[config.mk]
export PLATFORM = sky130hd
export DESIGN_NAME = barrel_shift_unit
export DESIGN_NICKNAME = d
export VERILOG_FILES = /design/src/rtl/bsh_pkg.sv /design/src/rtl/bsh_amount_sel.sv /design/src/rtl/bsh_funnel.sv /design/src/rtl/bsh_core.sv /design/src/rtl/barrel_shift_unit.sv
export SDC_FILE = /design/constraint.sdc
export NUM_CORES = 1
export LEC_CHECK = 0
export BUFFER_PORTS_ARGS = -buffer_cell sky130_fd_sc_hd__buf_2
export CORE_AREA = 2 2 117 119
export DETAILED_ROUTE_END_ITERATION = 8
export DIE_AREA = 0 0 119 121
export MAX_ROUTING_LAYER = met4
export PLACE_DENSITY = 0.78
export SLEW_MARGIN = 20
export SYNTH_ARGS = -nofsm -noshare
export SYNTH_HDL_FRONTEND = slang
export SYNTH_SLANG_ARGS = --single-unit
export TNS_END_PERCENT = 100
[constraint.sdc]
create_clock -name clk -period 3.12 [get_ports clk]
set_input_delay 0.624 -clock clk [delete_from_list [all_inputs] [get_ports clk]]
set_output_delay 0.624 -clock clk [all_outputs]
set_load 0.05 [all_outputs]
[src/rtl/bsh_pkg.sv]
package bsh_pkg;
   localparam logic [2:0] KIND_LSL = 3'd0;
   localparam logic [2:0] KIND_LSR = 3'd1;
   localparam logic [2:0] KIND_ASR = 3'd2;
   localparam logic [2:0] KIND_ROR = 3'd3;
   localparam logic [2:0] KIND_RRX = 3'd4;

   localparam int unsigned FUNNEL_OPERATOR = 0;
   localparam int unsigned FUNNEL_STAGED   = 1;
endpackage

[src/rtl/bsh_amount_sel.sv]
module bsh_amount_sel #(
   parameter int unsigned WIDTH = 32,
   parameter int unsigned IMM_W = 5,
   parameter int unsigned REG_W = 8,
   parameter int unsigned N_W   = 6
) (
   input  logic [2:0]       kind,
   input  logic             use_reg,
   input  logic [IMM_W-1:0] imm,
   input  logic [REG_W-1:0] reg_amt,
   output logic [N_W-1:0]   amount
);
   import bsh_pkg::*;

   localparam int unsigned LIM_LOGIC = WIDTH + 1;
   localparam int unsigned LIM_ARITH = WIDTH;

   logic [N_W-1:0]   imm_plain;
   logic [N_W-1:0]   imm_full;
   logic [N_W-1:0]   reg_logic;
   logic [N_W-1:0]   reg_arith;
   logic [N_W-1:0]   reg_rot;
   logic [IMM_W-1:0] reg_low;

   assign reg_low   = reg_amt[IMM_W-1:0];
   assign imm_plain = N_W'(imm);
   assign imm_full  = (imm == '0) ? N_W'(WIDTH) : imm_plain;
   assign reg_logic = (reg_amt > REG_W'(LIM_LOGIC)) ? N_W'(LIM_LOGIC) : N_W'(reg_amt);
   assign reg_arith = (reg_amt > REG_W'(LIM_ARITH)) ? N_W'(LIM_ARITH) : N_W'(reg_amt);
   assign reg_rot   = (reg_amt == '0) ? '0 :
                      (reg_low == '0) ? N_W'(WIDTH) : N_W'(reg_low);

   always_comb begin
      amount = '0;
      case (kind)
         KIND_LSL: amount = use_reg ? reg_logic : imm_plain;
         KIND_LSR: amount = use_reg ? reg_logic : imm_full;
         KIND_ASR: amount = use_reg ? reg_arith : imm_full;
         KIND_ROR: amount = use_reg ? reg_rot   : imm_full;
         KIND_RRX: amount = N_W'(1);
         default:  amount = '0;
      endcase
   end
endmodule

[src/rtl/bsh_funnel.sv]
module bsh_funnel #(
   parameter int unsigned EXT_W = 65,
   parameter int unsigned N_W   = 6,
   parameter int unsigned STYLE = 1
) (
   input  logic [EXT_W-1:0] din,
   input  logic [N_W-1:0]   n,
   output logic [EXT_W-1:0] dout
);
   import bsh_pkg::*;

   if (STYLE == FUNNEL_OPERATOR) begin : g_operator
      assign dout = din >> n;
   end else begin : g_staged
      logic [EXT_W-1:0] stage [N_W+1];
      assign stage[0] = din;
      for (genvar k = 0; k < N_W; k++) begin : g_level
         assign stage[k+1] = n[k] ? (stage[k] >> (2 ** k)) : stage[k];
      end
      assign dout = stage[N_W];
   end
endmodule

[src/rtl/bsh_core.sv]
module bsh_core #(
   parameter int unsigned WIDTH = 32,
   parameter int unsigned N_W   = 6,
   parameter int unsigned STYLE = 1
) (
   input  logic [WIDTH-1:0] data,
   input  logic             cin,
   input  logic [2:0]       kind,
   input  logic [N_W-1:0]   amount,
   output logic [WIDTH-1:0] result,
   output logic             cout
);
   import bsh_pkg::*;

   localparam int unsigned EXT_W = 2 * WIDTH + 1;

   logic             go_left;
   logic [WIDTH-1:0] fill;
   logic [WIDTH:0]   left_in;
   logic [WIDTH:0]   left_rev;
   logic [EXT_W-1:0] ext;
   logic [EXT_W-1:0] shifted;
   logic [WIDTH:0]   low;
   logic [WIDTH:0]   low_rev;

   always_comb begin
      go_left = 1'b0;
      fill    = '0;
      case (kind)
         KIND_LSL: go_left = 1'b1;
         KIND_ASR: fill = {WIDTH{data[WIDTH-1]}};
         KIND_ROR: fill = data;
         KIND_RRX: fill = {{(WIDTH-1){1'b0}}, cin};
         default:  fill = '0;
      endcase
   end

   assign left_in = {cin, data};

   always_comb begin
      for (int i = 0; i <= WIDTH; i++) left_rev[i] = left_in[WIDTH-i];
   end

   assign ext = go_left ? {{WIDTH{1'b0}}, left_rev} : {fill, data, cin};

   bsh_funnel #(
      .EXT_W (EXT_W),
      .N_W   (N_W),
      .STYLE (STYLE)
   ) u_funnel (
      .din  (ext),
      .n    (amount),
      .dout (shifted)
   );

   assign low = shifted[WIDTH:0];

   always_comb begin
      for (int i = 0; i <= WIDTH; i++) low_rev[i] = low[WIDTH-i];
   end

   assign result = go_left ? low_rev[WIDTH-1:0] : low[WIDTH:1];
   assign cout   = go_left ? low_rev[WIDTH]     : low[0];
endmodule

[src/rtl/barrel_shift_unit.sv]
module barrel_shift_unit #(
   parameter int unsigned WIDTH = 32,
   parameter int unsigned REG_W = 8,
   parameter int unsigned STYLE = 1
) (
   input  logic                      clk,
   input  logic                      rst_n,
   input  logic                      in_valid,
   input  logic [WIDTH-1:0]          in_data,
   input  logic [2:0]                in_kind,
   input  logic                      in_amt_sel,
   input  logic [$clog2(WIDTH)-1:0]  in_imm,
   input  logic [WIDTH-1:0]          in_reg_amt,
   input  logic                      in_carry,
   output logic                      out_valid,
   output logic [WIDTH-1:0]          out_data,
   output logic                      out_carry
);
   import bsh_pkg::*;

   localparam int unsigned IMM_W = $clog2(WIDTH);
   localparam int unsigned N_W   = IMM_W + 1;

   if (WIDTH < 4 || (WIDTH & (WIDTH - 1)) != 0) begin : g_bad_width
      $error("barrel_shift_unit: WIDTH must be a power of two, at least 4");
   end
   if (REG_W < N_W || REG_W > WIDTH) begin : g_bad_reg_w
      $error("barrel_shift_unit: REG_W must lie between log2(WIDTH)+1 and WIDTH");
   end
   if (STYLE != FUNNEL_OPERATOR && STYLE != FUNNEL_STAGED) begin : g_bad_style
      $error("barrel_shift_unit: STYLE selects an unknown funnel variant");
   end

   logic [N_W-1:0]   amount;
   logic [WIDTH-1:0] comb_result;
   logic             comb_carry;

   bsh_amount_sel #(
      .WIDTH (WIDTH),
      .IMM_W (IMM_W),
      .REG_W (REG_W),
      .N_W   (N_W)
   ) u_amount (
      .kind    (in_kind),
      .use_reg (in_amt_sel),
      .imm     (in_imm),
      .reg_amt (in_reg_amt[REG_W-1:0]),
      .amount  (amount)
   );

   bsh_core #(
      .WIDTH (WIDTH),
      .N_W   (N_W),
      .STYLE (STYLE)
   ) u_core (
      .data   (in_data),
      .cin    (in_carry),
      .kind   (in_kind),
      .amount (amount),
      .result (comb_result),
      .cout   (comb_carry)
   );

   always_ff @(posedge clk) begin
      if (!rst_n) begin
         out_valid <= 1'b0;
         out_data  <= '0;
         out_carry <= 1'b0;
      end else begin
         out_valid <= in_valid;
         if (in_valid) begin
            out_data  <= comb_result;
            out_carry <= comb_carry;
         end
      end
   end

   p_latency_r1: assert property (@(posedge clk) disable iff (!rst_n)
      in_valid |=> out_valid);
   p_idle_r1: assert property (@(posedge clk) disable iff (!rst_n)
      !in_valid |=> !out_valid);
   p_hold_r12: assert property (@(posedge clk) disable iff (!rst_n)
      !in_valid |=> ($stable(out_data) && $stable(out_carry)));
   p_lsl_zero_fill_r2: assert property (@(posedge clk) disable iff (!rst_n)
      (in_valid && in_kind == KIND_LSL && !in_amt_sel && in_imm != '0) |=> !out_data[0]);
   p_asr_sign_r4: assert property (@(posedge clk) disable iff (!rst_n)
      (in_valid && in_kind == KIND_ASR) |=> (out_data[WIDTH-1] == $past(in_data[WIDTH-1])));
   p_rrx_through_carry_r6: assert property (@(posedge clk) disable iff (!rst_n)
      (in_valid && in_kind == KIND_RRX) |=>
      (out_carry == $past(in_data[0]) && out_data[WIDTH-1] == $past(in_carry)));
   p_zero_amount_r7: assert property (@(posedge clk) disable iff (!rst_n)
      (in_valid && in_amt_sel && in_reg_amt[REG_W-1:0] == '0 && in_kind != KIND_RRX) |=>
      (out_data == $past(in_data) && out_carry == $past(in_carry)));
   p_lsr_overrun_r9: assert property (@(posedge clk) disable iff (!rst_n)
      (in_valid && in_amt_sel && in_kind == KIND_LSR && in_reg_amt[REG_W-1:0] > REG_W'(WIDTH)) |=>
      (out_data == '0 && !out_carry));
endmodule

==> results of run 1 <==
[per-stage QoR]
step	hold slack [ns]	TNS [ns]
2_1_floorplan	0.663	-3.45
3_3_place_gp	0.432	-21.95
3_5_place_dp	0.439	-24.76
4_1_cts	0.446	-6.48
[routing by layer]
metal | track usage [%] | GRT overflow
met1 | 87.6 | 17
met2 | 103 | 187
met3 | 78.8 | 30
met4 | 96.2 | 110
met5 | - | -
[logic make-up after synthesis]
kind of cell           share of synthesized area [%]
AO/OA/AOI/OAI                                   45.3
AND/OR/NAND/NOR                                 20.2
buffers and inverters                           7.15
multiplexers                                    17.6
flip-flops                                      9.82
[synthesized netlist by cell type (28+ instances only)]
cell,count
mux2_2,28
o21ai_0,64
clkbuf_1,44
nand2_1,123
mux2i_1,65
a211oi_1,36
a21oi_1,54
o22ai_1,33
nor2_1,71
nor3_1,43
dfxtp_1,34
buf_2,30
[timing repair]
action,4_1_cts
endpoints found under the hold margin,0
pin swaps,28
gates resized for setup,161
cloned,3
buffers inserted,29
endpoints found under the setup margin,33
==> metrics.cfg, run 1 <==
[placement]
gp_congestion = 1.22
dpl_worst_slack_ns = -1.08
port-buffer-count = 86
dp_hpwl_mm = 31.4
placedCellCount = 1476
place_area_um2 = 9840

[floorplan]
num_rows = 42
io_pins = 111
chipHeight_um = 121
die_w_um = 119
initial_core_util_pct = 53.0

[clock_tree]
cts_sinks = 34
cts-root-buf = clkbuf_16
cts_buffers = 5
ctsHoldBuffers = 0
clk_path_buf_depth = 2
htree_levels = 2

[outcome]
error_line = [ERROR GRT-0232] Routing congestion too high. Check the congestion heatmap in the GUI.
lastStage = global routing (5_1_grt)
status = did not finish

[grt]
gr-total-overflow = 344
track_usage_pct = 91.3
grt_max_degree = 25

[sta]
grt-worst-endpoint = out_data[15]$_SDFFE_PN0P_/D
worstEpCategory = register data pin

[yosys]
synth-edff-count = 0
syn_avg_cell_area_um2 = 7.12
synth-seq-cells = 34
yosysTopAreaCell = dfxtp_1
yosys-top-cells-area = dfxtp_1 9.8%, mux2i_1 9.4%, nand2_1 6.7%
syn_inst = 974
syn_area_um2 = 6930
async_flop_share_pct = 0
yosysUniqueCellTypes = 84
syn_nets = 1051
synth-seq-area-share_pct = 9.82
yosysWarnings = 0
synth_top_area_share_pct = 9.82
synth-main-ff-cell = dfxtp_1

==> run 2: changes to the inputs <==
--- a/config.mk
+++ b/config.mk
@@ -6,11 +6,10 @@
 export NUM_CORES = 1
 export LEC_CHECK = 0
 export BUFFER_PORTS_ARGS = -buffer_cell sky130_fd_sc_hd__buf_2
-export CORE_AREA = 2 2 117 119
+export CORE_AREA = 2 2 135 137
 export DETAILED_ROUTE_END_ITERATION = 8
-export DIE_AREA = 0 0 119 121
-export MAX_ROUTING_LAYER = met4
-export PLACE_DENSITY = 0.78
+export DIE_AREA = 0 0 137 139
+export PLACE_DENSITY_LB_ADDON = 0.15
 export SLEW_MARGIN = 20
 export SYNTH_ARGS = -nofsm -noshare
 export SYNTH_HDL_FRONTEND = slang
==> constraint.sdc (replaced) <==
create_clock -name clk -period 4.1 [get_ports clk]
set_input_delay 0.82 -clock clk [delete_from_list [all_inputs] [get_ports clk]]
set_output_delay 0.82 -clock clk [all_outputs]
set_load 0.05 [all_outputs]
==> run 2 against run 1 <==
  * The flow now finishes without violations
  * Synthesized cell count unchanged
  * Synthesized area stayed put
==> metrics.cfg, run 2 <==
[outcome]
status = completed

[critical_path]
reg2reg_depth = 4
endpoint_kind = register
reg2reg_to = out_data[18]
crit_fanout = 5
arrival_ns = 4.17
r2r_setup_slack_ns = 3.14
crit_required_ns = 4.28
path_class = input port to register
worstSetupStartpointType = input port
reg2reg_from = out_data[18]

[grt]
antenna_found_initial = 1
gr-total-overflow = 0
grt_pass1_wl_mm = 58.5
track_usage_pct = 41.4
grt_pass1_vias = 9128
grt_max_degree = 30

[hold_path]
hold_start = out_data[9]
whs_endpoint = out_data[9]
hold_path.class = register to register
worstHoldPathCells = 2

[routing]
ant_nets = 0
via_count = 9849
wl_mm = 40.0
vias_per_cell = 6.80
drtIter0Drc = 1210
drc_errors = 0
wl_per_cell_um = 27.6
firstDrtPassIters = 5

[floorplan]
die-area_um2 = 19000
initial_core_util_pct = 39.3  ; -14 points
die_w_um = 137  ; +15%
io_pins = 111  ; unchanged
num_rows = 49  ; +17%
chipHeight_um = 139  ; +15%
core_region_area_um2 = 17700

[sta]
slew_viol_final = 0
setup_viol = 0
finalCriticalPeriod_ns = 3.99
rsz0062_at_grt = no
max_freq_ghz = 0.251
max-slew-margin-rel_pct = 45.4
tightest_slew_ns = 0.816
min_period_over_period_pct = 97.2
fin_skew_ns = 0
finalHoldViolCount = 0

[layout]
reg.largest.list = out_data: 32 flops, out_carry: 1 flops, out_valid: 1 flops
n_fill_cell = 1800
largest_reg_flops = 32
layout_commonest_cell = buf_4
final_cell_mix = 226 x buf_4, 123 x nand2_1, 86 x buf_2
utilization_pct = 53.6
antenna_cells = 0
drive_above_1_share_pct = 35.1
layout.nets = 1296
area_growth_pct = 36.6
regMostFlops = out_data

[clock_tree]
cts-root-buf = clkbuf_16
clk_pin_slew_worst_paths_ns = 0.05
clk_path_buf_depth = 2  ; unchanged
htree_levels = 2  ; unchanged
ctsHoldBuffers = 0  ; unchanged
cts_buffers = 5  ; unchanged
cts_sinks = 34  ; unchanged
worstSkewPairLatency_ns = 0.29
cts_tree = done

[yosys]
yosysWarnings = 0  ; unchanged
synth_top_area_share_pct = 9.82  ; unchanged
yosysUniqueCellTypes = 84  ; unchanged
yosysTopAreaCell = dfxtp_1
async_flop_share_pct = 0  ; unchanged
synth-main-ff-cell = dfxtp_1
synth-seq-cells = 34  ; unchanged
yosysMostFrequentCell = nand2_1
synth-seq-area-share_pct = 9.82  ; unchanged
syn_inst = 974  ; unchanged
syn_avg_cell_area_um2 = 7.12  ; unchanged
synthTopCellsByCount = 123 x nand2_1, 71 x nor2_1, 65 x mux2i_1
yosys-top-cells-area = dfxtp_1 9.8%, mux2i_1 9.4%, nand2_1 6.7%
synth-edff-count = 0  ; unchanged
syn_nets = 1051  ; unchanged
syn_area_um2 = 6930  ; unchanged

[pwr]
powerDensity_nw_per_um2 = 259
finalPower_mw = 2.45
vdd_drop_max_v = 0.000229
p_leak_nw = 3.94

[placement]
gp_congestion = 1.06  ; -13%
port-buffer-count = 86  ; unchanged
dp_hpwl_mm = 32.6  ; +3.9%

[run]
maxCapViolCount = 0

## run 2: cell counts after synthesis
Identical to the previous run, type by type.
## run 2: cells by family (layout without fill, tap and decap cells)
| group | count (synthesis) | count (layout) | synth area share, % |
|---|---|---|---|
| flops | 34 | 34 | 9.82 |
| simple gates | 306 | 306 | 20.2 |
| compound gates | 424 | 424 | 45.3 |
| mux | 104 | 104 | 17.6 |
| buf+inv | 106 | 352 | 7.15 |
## run 2: through the flow
stage	cells	TNS (ns)	cell area, um^2	hold slack, ns	setup WS (ns)
3_5_place_dp	1438	-0.877	9270	0.439	-0.210
3_3_place_gp	1438	-0.705	9270	0.435	-0.204
5_1_grt	1449	0	9470	0.469	0.00740
6_report	1449	0	9470	0.442	0.114
2_1_floorplan	974	0	6930	0.663	0.533
4_1_cts	1446	0	9420	0.448	0.0571
## run 2: worst max path at each step
stage                        from  slack [ns]  cells after the start           end
global placement    in_reg_amt[7]       -0.20                     12  out_data[21]
CTS                 in_reg_amt[0]        0.06                     12  out_data[21]
floorplan           in_reg_amt[0]        0.53                     10  out_data[24]
finish              in_reg_amt[0]        0.11                     12  out_data[21]
global route        in_reg_amt[1]       0.007                     13   out_data[1]
detailed placement  in_reg_amt[0]       -0.21                     12  out_data[21]
## run 2: cell type report
class                   instances  area [um^2]  share of cell area, %
repair buffers                329         2470                   26.1
inverters                      15         56.3                  0.595
well taps                     229          287                   3.03
flip-flops and latches         34          681                   7.19
multi-input cells             834         5830                   61.5
clock inverters                 2         12.5                  0.132
clock buffers                   6          139                   1.47
## run 2: power by group
group          switching [mW]  total, mW  internal (mW)
clock network           0.154      0.394          0.241
logic                    1.04       1.67          0.637
registers              0.0172      0.385          0.368
total                    1.21       2.45           1.24
## run 2: repair_timing
item	4_1_cts	5_1_grt
gates resized for setup	0	3
buffers inserted	0	3
setup endpoints to repair	0	5
## run 2: routing by layer
| metal | GRT usage (%) | wire, um | up-vias |
|---|---|---|---|
| met5 | 0 | 12 | - |
| met4 | 17.1 | 2060 | 2 |
| met3 | 10.1 | 4430 | 120 |
| met2 | 61.2 | 16900 | 654 |
| met1 | 57.1 | 16500 | 4683 |
| li1 | - | - | 4390 |
## run 2: worst max-delay path, cell delays in order
cell and delay, ns:
buf_2 0.10, or4b_4 0.56, o211a_4 0.26, buf_4 0.15
a2111oi_2 0.47, a211oi_1 0.21, o311ai_2 0.40, a21oi_1 0.15
a221oi_1 0.40, o21ai_1 0.14, buf_4 0.18, a221oi_1 0.31
Note: power is estimated with default switching activity, not from simulation.
